--- src/rtl/tick_pkg.sv ---
package tick_pkg;
   typedef enum logic [1:0] {
      TM_IDLE   = 2'b00,
      TM_RELOAD = 2'b01,
      TM_SINGLE = 2'b10,
      TM_FREE   = 2'b11
   } tmode_e;
endpackage

--- src/rtl/tick_match.sv ---
module tick_match #(
   parameter int CNT_W = 32,
   parameter int PER_W = 28
) (
   input  logic             clk_i,
   input  logic             rst_ni,
   input  logic [CNT_W-1:0] cnt_i,
   input  logic [PER_W-1:0] period_i,
   output logic             hit_o,
   output logic             hit_pulse_o
);
   logic hit_q;

   if (PER_W > CNT_W) begin : g_bad_width
      $error("tick_match: PER_W exceeds CNT_W");
   end

   assign hit_o       = (cnt_i[PER_W-1:0] == period_i);
   assign hit_pulse_o = hit_o & ~hit_q;

   always_ff @(posedge clk_i or negedge rst_ni) begin
      if (!rst_ni) hit_q <= 1'b0;
      else         hit_q <= hit_o;
   end


   no_double_event_chk: assert property (@(posedge clk_i) disable iff (!rst_ni)
      (hit_pulse_o && $stable(cnt_i) && $stable(period_i)) |=> !hit_pulse_o);
endmodule

--- src/rtl/tick_count.sv ---
module tick_count import tick_pkg::*; #(
   parameter int CNT_W = 32
) (
   input  logic             clk_i,
   input  logic             rst_ni,
   input  tmode_e           mode_i,
   input  logic             hit_i,
   input  logic             ld_i,
   input  logic [CNT_W-1:0] ld_val_i,
   output logic [CNT_W-1:0] cnt_o
);
   localparam logic [CNT_W-1:0] ONE = CNT_W'(1);

   logic [CNT_W-1:0] cnt_q, cnt_d, cnt_inc;

   assign cnt_inc = cnt_q + ONE;

   always_comb begin
      unique case (mode_i)
         TM_IDLE:   cnt_d = cnt_q;
         TM_RELOAD: cnt_d = hit_i ? '0 : cnt_inc;
         TM_SINGLE: cnt_d = hit_i ? cnt_q : cnt_inc;
         TM_FREE:   cnt_d = cnt_inc;
         default:   cnt_d = cnt_q;
      endcase
      if (ld_i) cnt_d = ld_val_i;
   end

   always_ff @(posedge clk_i or negedge rst_ni) begin
      if (!rst_ni) cnt_q <= '0;
      else         cnt_q <= cnt_d;
   end

   assign cnt_o = cnt_q;


   single_hold_chk: assert property (@(posedge clk_i) disable iff (!rst_ni)
      (mode_i == TM_SINGLE && hit_i && !ld_i) |=> $stable(cnt_q));

   reload_zero_chk: assert property (@(posedge clk_i) disable iff (!rst_ni)
      (mode_i == TM_RELOAD && hit_i && !ld_i) |=> (cnt_q == '0));

   idle_hold_chk: assert property (@(posedge clk_i) disable iff (!rst_ni)
      (mode_i == TM_IDLE && !ld_i) |=> $stable(cnt_q));

   load_wins_chk: assert property (@(posedge clk_i) disable iff (!rst_ni)
      ld_i |=> (cnt_q == $past(ld_val_i)));
endmodule

--- src/rtl/tick_ctrl.sv ---
module tick_ctrl import tick_pkg::*; #(
   parameter int CNT_W = 32,
   parameter int PER_W = 28
) (
   input  logic             clk_i,
   input  logic             rst_ni,
   input  logic             wr_i,
   input  logic [CNT_W-1:0] wr_data_i,
   input  logic             hit_pulse_i,
   input  logic             tick_en_i,
   output tmode_e           mode_o,
   output logic [PER_W-1:0] period_o,
   output logic [CNT_W-1:0] word_o,
   output logic             irq_o
);
   localparam int MODE_HI = CNT_W - 1;
   localparam int MODE_LO = CNT_W - 2;
   localparam int IE_B    = CNT_W - 3;
   localparam int IP_B    = CNT_W - 4;
   localparam int RSV_W   = IP_B - PER_W;

   if (PER_W > IP_B) begin : g_bad_period
      $error("tick_ctrl: period field overlaps flag bits");
   end

   tmode_e           mode_q;
   logic             ie_q, ip_q, ip_d;
   logic [PER_W-1:0] per_q;

   always_comb begin
      ip_d = ip_q;
      if (wr_i) ip_d = ip_q & wr_data_i[IP_B];
      if (hit_pulse_i && ie_q) ip_d = 1'b1;
   end

   always_ff @(posedge clk_i or negedge rst_ni) begin
      if (!rst_ni) begin
         mode_q <= TM_IDLE;
         ie_q   <= 1'b0;
         ip_q   <= 1'b0;
         per_q  <= '0;
      end else begin
         ip_q <= ip_d;
         if (wr_i) begin
            mode_q <= tmode_e'(wr_data_i[MODE_HI:MODE_LO]);
            ie_q   <= wr_data_i[IE_B];
            per_q  <= wr_data_i[PER_W-1:0];
         end
      end
   end

   if (RSV_W > 0) begin : g_rsv
      assign word_o = {mode_q, ie_q, ip_q, {RSV_W{1'b0}}, per_q};
   end else begin : g_norsv
      assign word_o = {mode_q, ie_q, ip_q, per_q};
   end

   assign mode_o   = mode_q;
   assign period_o = per_q;
   assign irq_o    = ip_q & tick_en_i;


   pend_sticky_chk: assert property (@(posedge clk_i) disable iff (!rst_ni)
      (ip_q && !wr_i) |=> ip_q);

   pend_source_chk: assert property (@(posedge clk_i) disable iff (!rst_ni)
      $rose(ip_q) |-> $past(hit_pulse_i && ie_q));

   pend_clear_chk: assert property (@(posedge clk_i) disable iff (!rst_ni)
      (wr_i && !wr_data_i[IP_B] && !(hit_pulse_i && ie_q)) |=> !ip_q);
endmodule

--- src/rtl/tick_timer.sv ---
module tick_timer import tick_pkg::*; #(
   parameter int CNT_W = 32,
   parameter int PER_W = 28
) (
   input  logic             clk_i,
   input  logic             rst_ni,
   input  logic             wr_en_i,
   input  logic             wr_sel_i,
   input  logic [CNT_W-1:0] wr_data_i,
   input  logic             rd_sel_i,
   output logic [CNT_W-1:0] rd_data_o,
   input  logic             tick_en_i,
   output logic             irq_o
);
   if (CNT_W < 8) begin : g_bad_cnt
      $error("tick_timer: CNT_W too small");
   end

   tmode_e           mode;
   logic [PER_W-1:0] period;
   logic [CNT_W-1:0] cnt, word;
   logic             hit, hit_pulse;

   tick_match #(.CNT_W(CNT_W), .PER_W(PER_W)) i_match (
      .clk_i(clk_i), .rst_ni(rst_ni), .cnt_i(cnt), .period_i(period),
      .hit_o(hit), .hit_pulse_o(hit_pulse)
   );

   tick_count #(.CNT_W(CNT_W)) i_count (
      .clk_i(clk_i), .rst_ni(rst_ni), .mode_i(mode), .hit_i(hit),
      .ld_i(wr_en_i & ~wr_sel_i), .ld_val_i(wr_data_i), .cnt_o(cnt)
   );

   tick_ctrl #(.CNT_W(CNT_W), .PER_W(PER_W)) i_ctrl (
      .clk_i(clk_i), .rst_ni(rst_ni), .wr_i(wr_en_i & wr_sel_i),
      .wr_data_i(wr_data_i), .hit_pulse_i(hit_pulse), .tick_en_i(tick_en_i),
      .mode_o(mode), .period_o(period), .word_o(word), .irq_o(irq_o)
   );

   assign rd_data_o = rd_sel_i ? word : cnt;
endmodule

--- config.mk ---
export PLATFORM = sky130hd
export DESIGN_NAME = tick_timer
export DESIGN_NICKNAME = d
export VERILOG_FILES = /design/src/rtl/tick_pkg.sv /design/src/rtl/tick_match.sv /design/src/rtl/tick_count.sv /design/src/rtl/tick_ctrl.sv /design/src/rtl/tick_timer.sv
export SDC_FILE = /design/constraint.sdc
export NUM_CORES = 1
export LEC_CHECK = 0
export BUFFER_PORTS_ARGS = -buffer_cell sky130_fd_sc_hd__buf_2
export CORE_AREA = 10 10 100 102
export DETAILED_ROUTE_END_ITERATION = 10
export DIE_AREA = 0 0 110 112
export PLACE_DENSITY_LB_ADDON = 0.12
export SLEW_MARGIN = 20
export SYNTH_ARGS = -nofsm -noshare
export SYNTH_HDL_FRONTEND = slang
export SYNTH_HIERARCHICAL = 1
export SYNTH_SLANG_ARGS = --single-unit
--- constraint.sdc ---
create_clock -name clk_i -period 3.36 [get_ports clk_i]
set_clock_uncertainty 0.1 [all_clocks]
set_input_delay 0.336 -clock clk_i [delete_from_list [all_inputs] [get_ports clk_i]]
set_output_delay 0.336 -clock clk_i [all_outputs]
set_load 0.01 [all_outputs]
# Word-level counts from Yosys, hierarchy flattened
# Cells that the tools add are included.
[op_classes]
add_sub_neg = 1
n_eq_ne = 6
mux = 7
bitwise = 7
reduce_logical = 4
[ops]
columns = ["operator", "count"]
rows = [
  ["32-bit two-way mux", 4],
  ["32-bit one-hot mux with 3 select lines", 1],
  ["32-bit by 1-bit adder with 32-bit output (second input constant)", 1],
  ["28-bit == test", 1],
  ["1-bit AND", 5],
  ["2-bit == test (second input constant)", 2],
  ["3-bit inequality test (second input constant)", 1],
  ["2-bit by 1-bit == test with 1-bit output (second input constant)", 1],
  ["2-bit zero test", 1],
  ["1-bit two-way mux", 2],
  ["2-bit by 1-bit inequality test with 1-bit output (second input constant)", 1],
  ["1-bit NOT", 2],
  ["2-bit AND reduction", 1],
  ["2-bit nonzero test", 1],
  ["1-bit logical AND", 1],
]
[totals]
register_bits = 65
elab_cells = 31

# Depth between registers and ports, before layout
# Gate-level depths: netlist of the first run.
[depth]
ltp_word = 4
mapped_depth = 10
depth_no_buf = 9

# Cells and area by module
# The synthesis of the first run kept the hierarchy.
[modules_own_cells]
columns = ["mod", "n_inst", "cells_each", "area_each_um2", "seq_area_each_um2"]
rows = [
  ["tick_count", 1, 233, 1969.4, 800.8],
  ["tick_ctrl", 1, 101, 1445.1, 800.8],
  ["tick_timer", 1, 38, 556.8, 0.0],
  ["tick_match", 1, 40, 341.6, 25.0],
]

# Least setup slack after synthesis of the first run
# Ideal clock, no wire load.
[synth_path]
path_type = "flip-flop to flip-flop"
startpoint = "register i_count.cnt_q[14] (netlist: i_count/cnt_o[14])"
endpoint = "register i_count.cnt_q[13] (netlist: i_count/cnt_o[13])"
arrival_time_ns = 2.373
path_slack_ns = 0.805
stages_incl_launch_ff = 10
n_path_buf = 1
period_less_slack_ns = 2.555
cell_sequence = "dfrtp_1 -> xor2_1 -> nor4_1 -> nand4_1 -> nor3_1 -> nor2b_1 -> nor3_1 -> nor2_1 -> clkbuf_1 -> o21ai_0"
[synth_between]
elab_chain_cells = 4
elab_cells_between_ends = 6
[synth_lines]
columns = ["element", "line_no", "text"]
rows = [
  ["start, declared", "tick_count.sv:14", "logic [CNT_W-1:0] cnt_q, cnt_d, cnt_inc;"],
  ["start signal, assigned", "tick_count.sv:31", "else cnt_q <= cnt_d;"],
  ["28-bit == test (*)", "tick_match.sv:18", "assign hit_o = (cnt_i[PER_W-1:0] == period_i);"],
  ["net hit", "tick_timer.sv:22", "logic hit, hit_pulse;"],
  ["32-bit two-way mux", "tick_count.sv:21", "TM_RELOAD: cnt_d = hit_i ? '0 : cnt_inc;"],
  ["32-bit one-hot mux with 3 select lines", "tick_count.sv:19", "unique case (mode_i)"],
  ["32-bit two-way mux", "tick_count.sv:26", "if (ld_i) cnt_d = ld_val_i;"],
]
# The timed path passes the listed nets; every way through them passes the cells marked *.
# A chain may end at the register's enable or synchronous reset.

# Worst setup path after layout of the first run
[layout_path]
startpoint = "register i_count.cnt_q[18] (netlist: i_count/cnt_o[18])"
endpoint = "register i_count.cnt_q[30] (netlist: i_count/cnt_o[30])"
# Same word-level chain as after synthesis.

==> results.yml, run 1 <==
outcome:
  outcome: "complete, no violations"
cells_and_area:
  fill_cells: 714
  diodes: 0
  final_nets: 503
  area_growth_syn_to_layout_pct: 11.3
  drive_above_1_share_pct: 37.7
place:
  place_hpwl_um: 8020
  io_buffers: 70
  place_congestion: 0.911
cts:
  clockRootBuffer: "clkbuf_8"
  clk_pin_slew_ns: 0.08
  clock-sinks: 65
  htree_levels: 3
  numCtsBuffers: 9
  cts_tree: "yes"
  post_cts_buffers: 0
  clk_latency_ns: 0.34
  clk_path_buf_depth: 2
drt:
  drt_iter0_drc: 275
  routed_wl_um: 10900
  vias: 3333
  drt_pass1_iterations: 5
  vias_per_cell: 5.81
  drc: 0
  wire_per_inst_um: 19.0
  ant_nets: 0
timing:
  min_period_ns: 2.97
  holdWs_ns: 0.106
  tns_ns: 0
  worstMarginPinSlew_ns: 0.675
  finalCritPeriodShare_pct: 88.5
  max_freq_mhz: 336
  finalHoldViolations: 0
  setup_viol: 0
  rsz0062_at_grt: "no"
  report.final.slew_viol_count: 0
  max_slew_margin_pct: 54.8
power_and_ir_drop:
  power.total_mw: 2.74
  clock_power_share_pct: 28.0
  power_switching_mw: 0.937
  power.internal_mw: 1.80
  power_density_nw_per_um2: 570
  peakVddDrop_uv: 277
  p_sw_share_pct: 34.2
  p_leak_nw: 2.11
  power_frac_comb_pct: 29.9
  p_seq_share_pct: 42.1
worst_setup_path:
  cp_num_buf_inv: 1
  crit_type: "reg -> reg"
  slowest_delay_ns: 0.45
  crit_path_end_kind: "register"
  cp_top_family: "simple AND/OR/NAND/NOR gates"
  worstSetupPathDepth: 10
  crit_chain: "xor2_1 -> nor4_1 -> nand4_1 -> nor3_1 -> nor2b_1 -> o211ai_1 -> buf_4 -> or3_1 -> o21ai_0 -> a31o_2"
  cp_slowest_cell: "dfrtp_1"
  reg2reg_depth: 10
  start_kind: "register"
  required_ns: 3.50
  arrival_ns: 3.11
  crit_fanout: 7
flow_run:
  maxCapViolations: 0
worst_hold_path:
  holdPathStages: 3
  min_path_type: "in -> reg"
grt:
  use_met1_pct: 25.4
  grt_max_degree: 39
  grt.overflow.total: 0
  grtUsageTotal_pct: 18.1
  grt_antenna_before_repair: 0
  use_met3_pct: 5.42
  globalRouteMet2Util_pct: 25.7
  grt_pass1_wl_um: 17800
  busiest_layer: "met2"
  grt_pass1_vias: 3335
synthesis:
  syn-cell-area_um2: 4310
  synth_largest_area_cell: "dfrtp_1"
  ys_top_cells_by_area: "dfrtp_1 38%, mux2_4 10%, mux2_2 8.6%"
  synth_ff_type: "dfrtp_1"
  yosys-top-cells-count: "65 x dfrtp_1, 40 x nand2_1, 36 x xor2_1"
  ys_seq_area_share_pct: 37.7
  syn_nets: 451
  syn_area_per_cell_um2: 10.5
  synth_most_common_cell: "dfrtp_1"
  syn_inst: 412
  ys_warn_count: 6
  yosysUniqueCellTypes: 49
  ys_seq_elements: 65
  synthArstFlopShare_pct: 100
  synth_edf_count: 0
  netlist.area_leader.share_pct: 37.7
floorplan:
  die_area_um2: 12300
  die_h_um: 112
  core-area_um2: 8050
  num_rows: 33
  die_x_um: 110
  io_pins: 71
  initial_core_util_pct: 53.6
## area by class of cell
class | instances | area, µm² | share of cell area (%)
tap | 105 | 131 | 2.74
clock buffer | 11 | 151 | 3.15
timing repair buffer | 87 | 493 | 10.3
clock inverter | 5 | 77.6 | 1.62
multi-input combinational | 296 | 2300 | 48.0
inverter | 5 | 18.8 | 0.391
sequential | 65 | 1630 | 33.9
## worst min-delay path, cell delays in order
cell	delay, ns
buf_2	0.09
nand2_1	0.04
o21ai_0	0.05
## routing by layer
metal  up-vias  share of wire [%]
met5         -                  0
met4         0                1.9
met3        13                8.5
met2       127                 44
met1      1619                 46
li1       1574                  -
## logic make-up (layout without fill, tap and decap cells)
group,Yosys count,count (layout),share of synthesized area [%]
and+or+nand+nor,129,129,15.7
DFF,65,65,37.7
muxes,64,64,19.3
AOI/OAI and AO/OA,62,62,9.81
buffers and inverters,51,108,9.11
xor gates and xnor gates,40,40,8.12
adders and majority gates,1,1,0.290
## power by group through the flow
stage                     Combinational [mW]  Clock, mW  Sequential [mW]
after global placement                 0.813          0             1.16
after floorplan                        0.622          0             1.12
final                                  0.819      0.766             1.15
after CTS                              0.822      0.778             1.15
after global routing                   0.899      0.818             1.18
after detailed placement               0.814          0             1.16
## state kept, by name, indices dropped and copies added, names as in the netlist
name,count
i_count/cnt_o,32
i_ctrl/period_o,28
i_ctrl/mode_o,2
i_ctrl/ie_q,1
i_ctrl/ip_q,1
i_match/hit_q,1
## through the flow
| step | instance area [µm²] | std cells | util (%) | setup WS, ns |
|---|---|---|---|---|
| finish | 4800 | 574 | 59.6 | 0.387 |
| floorplan | 4310 | 412 | - | 0.805 |
| global route | 4800 | 574 | 59.6 | 0.207 |
| global placement | 4560 | 557 | 56.6 | 0.330 |
| detailed placement | 4560 | 557 | 56.6 | 0.219 |
| CTS | 4790 | 574 | 59.5 | 0.191 |
## cell usage in the layout (no fill, tap or decap), types with 3 or more instances in the layout
cell and instances:
a21oi_1 4, a31oi_1 3, and2_1 3, and3_1 5, buf_2 70, buf_4 15, clkbuf_8 11, dfrtp_1 65
inv_1 5, mux2_2 33, mux2_4 30, nand2_1 40, nand2b_1 4, nand3_1 22, nand4_1 16, nor2_1 16
nor3_1 4, nor4_1 6, o211ai_1 5, o21ai_0 28, o311ai_0 6, xnor2_1 4, xor2_1 36
## repair_timing
action | in CTS | in global routing
setup endpoints to repair | 0 | 6
gates resized for setup | 0 | 1
endpoints found under the hold margin | 27 | 0
hold buffers | 1 | 0
## worst paths after layout
check                                   from             endpoint  slack, ns
max                        i_count/cnt_o[18]    i_count/cnt_o[30]       0.39
min                            wr_data_i[15]    i_count/cnt_o[15]       0.11
max reg2reg                i_count/cnt_o[18]    i_count/cnt_o[30]       0.39
min reg2reg                      i_ctrl/ip_q          i_ctrl/ip_q       0.43
max in group asynchronous             rst_ni  i_ctrl/period_o[13]       2.06
min in group asynchronous             rst_ni  i_ctrl/period_o[26]       0.46
No activity file was read; power rests on OpenSTA's default activity.
==> inputs of run 2 (changes only) <==
--- a/config.mk
+++ b/config.mk
@@ -6,10 +6,12 @@
 export NUM_CORES = 1
 export LEC_CHECK = 0
 export BUFFER_PORTS_ARGS = -buffer_cell sky130_fd_sc_hd__buf_2
+export CAP_MARGIN = 40
 export CORE_AREA = 10 10 100 102
 export DETAILED_ROUTE_END_ITERATION = 10
 export DIE_AREA = 0 0 110 112
 export PLACE_DENSITY_LB_ADDON = 0.12
+export REMOVE_ABC_BUFFERS = 1
 export SLEW_MARGIN = 20
 export SYNTH_ARGS = -nofsm -noshare
 export SYNTH_HDL_FRONTEND = slang
==> run 2 against run 1 <==
  * Non-clock buffer count shrank 2
  * Highest routed layer unchanged
  * Maximum frequency fell by 3.4%
  * Routed wire length up 1.0%
  * Global-route usage grew 0.15 points
  * Count of clock-buffer cells in the layout is 2 higher
==> results.yml, run 2 (synthesized netlist as in run 1, its figures left out) <==
cts:
  clk_latency_ns: 0.35
  clk_pin_slew_ns: 0.07
  clock-sinks: 65
  cts_tree: "yes"
  post_cts_buffers: 0
  clockRootBuffer: "clkbuf_8"
  ctsResizeCount: 0
  numCtsBuffers: 9
  htree_levels: 3
  clk_path_buf_depth: 2
cells_and_area:
  multi_input_area_um2: 2300
  layout.cells.non_filler: 572
  fill_cells: 714
  final_nets: 501
  largest_register_ffs: 32
  drive_above_1_share_pct: 36.6
  diodes: 0
  final_common_cell: "buf_2"
  fin_util_pct: 59.0
  seq_area_um2: 1630
  final_cell_mix: "70 x buf_2, 65 x dfrtp_1, 40 x nand2_1"
  area_growth_syn_to_layout_pct: 10.2
drt:
  vias_per_cell: 5.80
  drc: 0
  wire_per_inst_um: 19.3
  drt_iter0_drc: 237
  vias: 3316
  ant_nets: 0
  drt_pass1_iterations: 4
  routed_wl_um: 11000
worst_setup_path:
  cp_slowest_cell: "nor4_1"
  slowest_delay_ns: 0.49
  crit_path_end_kind: "register"
  start_kind: "register"
  r2r_setup_slack_ns: 0.28
  cp-endpoint: "i_count/cnt_o[7]"
  critPathLaunch: "i_count/cnt_o[18]"
  crit_fanout: 8
  timing.rr.start: "i_count/cnt_o[18]"
  cp_num_buf_inv: 1
  reg2reg_depth: 9
  worstSetupPathDepth: 9
  r2r_end: "i_count/cnt_o[7]"
  cp_top_family: "simple AND/OR/NAND/NOR gates"
  required_ns: 3.50
  arrival_ns: 3.21
  crit_type: "reg -> reg"
  crit_chain: "xor2_1 -> nor4_1 -> nand4_1 -> nor3_1 -> nand2b_1 -> nand2_1 -> buf_4 -> o21ai_0 -> a221o_1"
place:
  place_hpwl_um: 8130
  io_buffers: 70
  placedCellCount: 555
  place_congestion: 0.898
power_and_ir_drop:
  peakVddDrop_uv: 282
  p_leak_nw: 2.08
  power_density_nw_per_um2: 552
timing:
  tns_ns: 0
  finalCritPeriodShare_pct: 91.6
  rsz0062_at_grt: "no"
  min_period_ns: 3.08
  setup_viol: 0
  max_slew_margin_pct: 57.2
  report.final.slew_viol_count: 0
  max_freq_mhz: 325
  worstMarginPinSlew_ns: 0.637
  finalHoldViolations: 0
grt:
  grt_max_degree: 40
  grt.overflow.total: 0
  grt_antenna_before_repair: 0
  grt_pass1_vias: 3357
  grt_pass1_wl_um: 17900
  grtUsageTotal_pct: 18.3
worst_hold_path:
  min_path_type: "in -> reg"
  holdPathStages: 3
flow_run:
  maxCapViolations: 0
floorplan:
  initial_core_util_pct: 53.6
  die_h_um: 112
  io_pins: 71
  core-area_um2: 8050
  die_x_um: 110
  die_area_um2: 12300
  num_rows: 33
outcome:
  outcome: "complete, no violations"
-- run 2: cell count changes in the layout (fill, tap and decap cells not counted), sizes merged --
cell | previous run | this run
clkbuf | 11 | 13
buf | 86 | 84
clkinvlp | 1 | 0
bufinv | 2 | 1
-- run 2: layout make-up --
| class | instances | share of cell area (%) |
|---|---|---|
| clock buffer | 13 | 3.13 |
| multi-input combinational | 296 | 48.3 |
| timing repair buffer | 85 | 10.3 |
| clock inverter | 3 | 0.843 |
| tap | 105 | 2.76 |
| inverter | 5 | 0.395 |
| sequential | 65 | 34.2 |
-- run 2: repair_timing --
action / 4_1_cts / 5_1_grt
hold buffers: 1 / 0
endpoints found under the hold margin: 26 / 0
endpoints found under the setup margin: 0 / 0
-- run 2: where the power goes --
group	total (mW)	internal (mW)	switching [mW]
Sequential	1.15	0.929	0.225
Combinational	0.807	0.414	0.393
Clock	0.663	0.362	0.302
-- run 2: worst register-to-register path: stages (launching register included) --
cell	delay, ns
dfrtp_1	0.45
xor2_1	0.18
nor4_1	0.49
nand4_1	0.24
nor3_1	0.43
nand2b_1	0.17
nand2_1	0.30
buf_4	0.21
o21ai_0	0.09
a221o_1	0.31
-- run 2: worst min-delay path by stage --
stage / startpoint / endpoint / slack [ns]
3_5_place_dp: rst_ni / i_ctrl/period_o[25] / 0.28
6_report: wr_data_i[5] / i_count/cnt_o[5] / 0.11
5_1_grt: wr_data_i[5] / i_count/cnt_o[5] / 0.11
3_3_place_gp: i_ctrl/ip_q / i_ctrl/ip_q / 0.41
2_1_floorplan: rst_ni / i_count/cnt_o[0] / -0.06
4_1_cts: wr_data_i[5] / i_count/cnt_o[5] / 0.1
-- run 2: through the flow --
stage	hold slack, ns	worst slack (ns)	instance area (µm²)	total power, mW
2_1_floorplan	-0.0596	0.261	3940	1.64
3_3_place_gp	0.413	0.423	4530	1.97
3_5_place_dp	0.276	0.426	4550	1.98
4_1_cts	0.0983	0.409	4750	2.65
5_1_grt	0.111	0.110	4750	2.79
6_report	0.107	0.281	4750	2.62
-- run 2: per-layer routing --
layer | vias up | track usage, % | wire length [µm]
met5 | - | 0 | 0
met4 | 0 | 6.51 | 168
met3 | 11 | 4.33 | 763
met2 | 109 | 26.9 | 4950
met1 | 1625 | 25.4 | 5140
li1 | 1571 | - | -
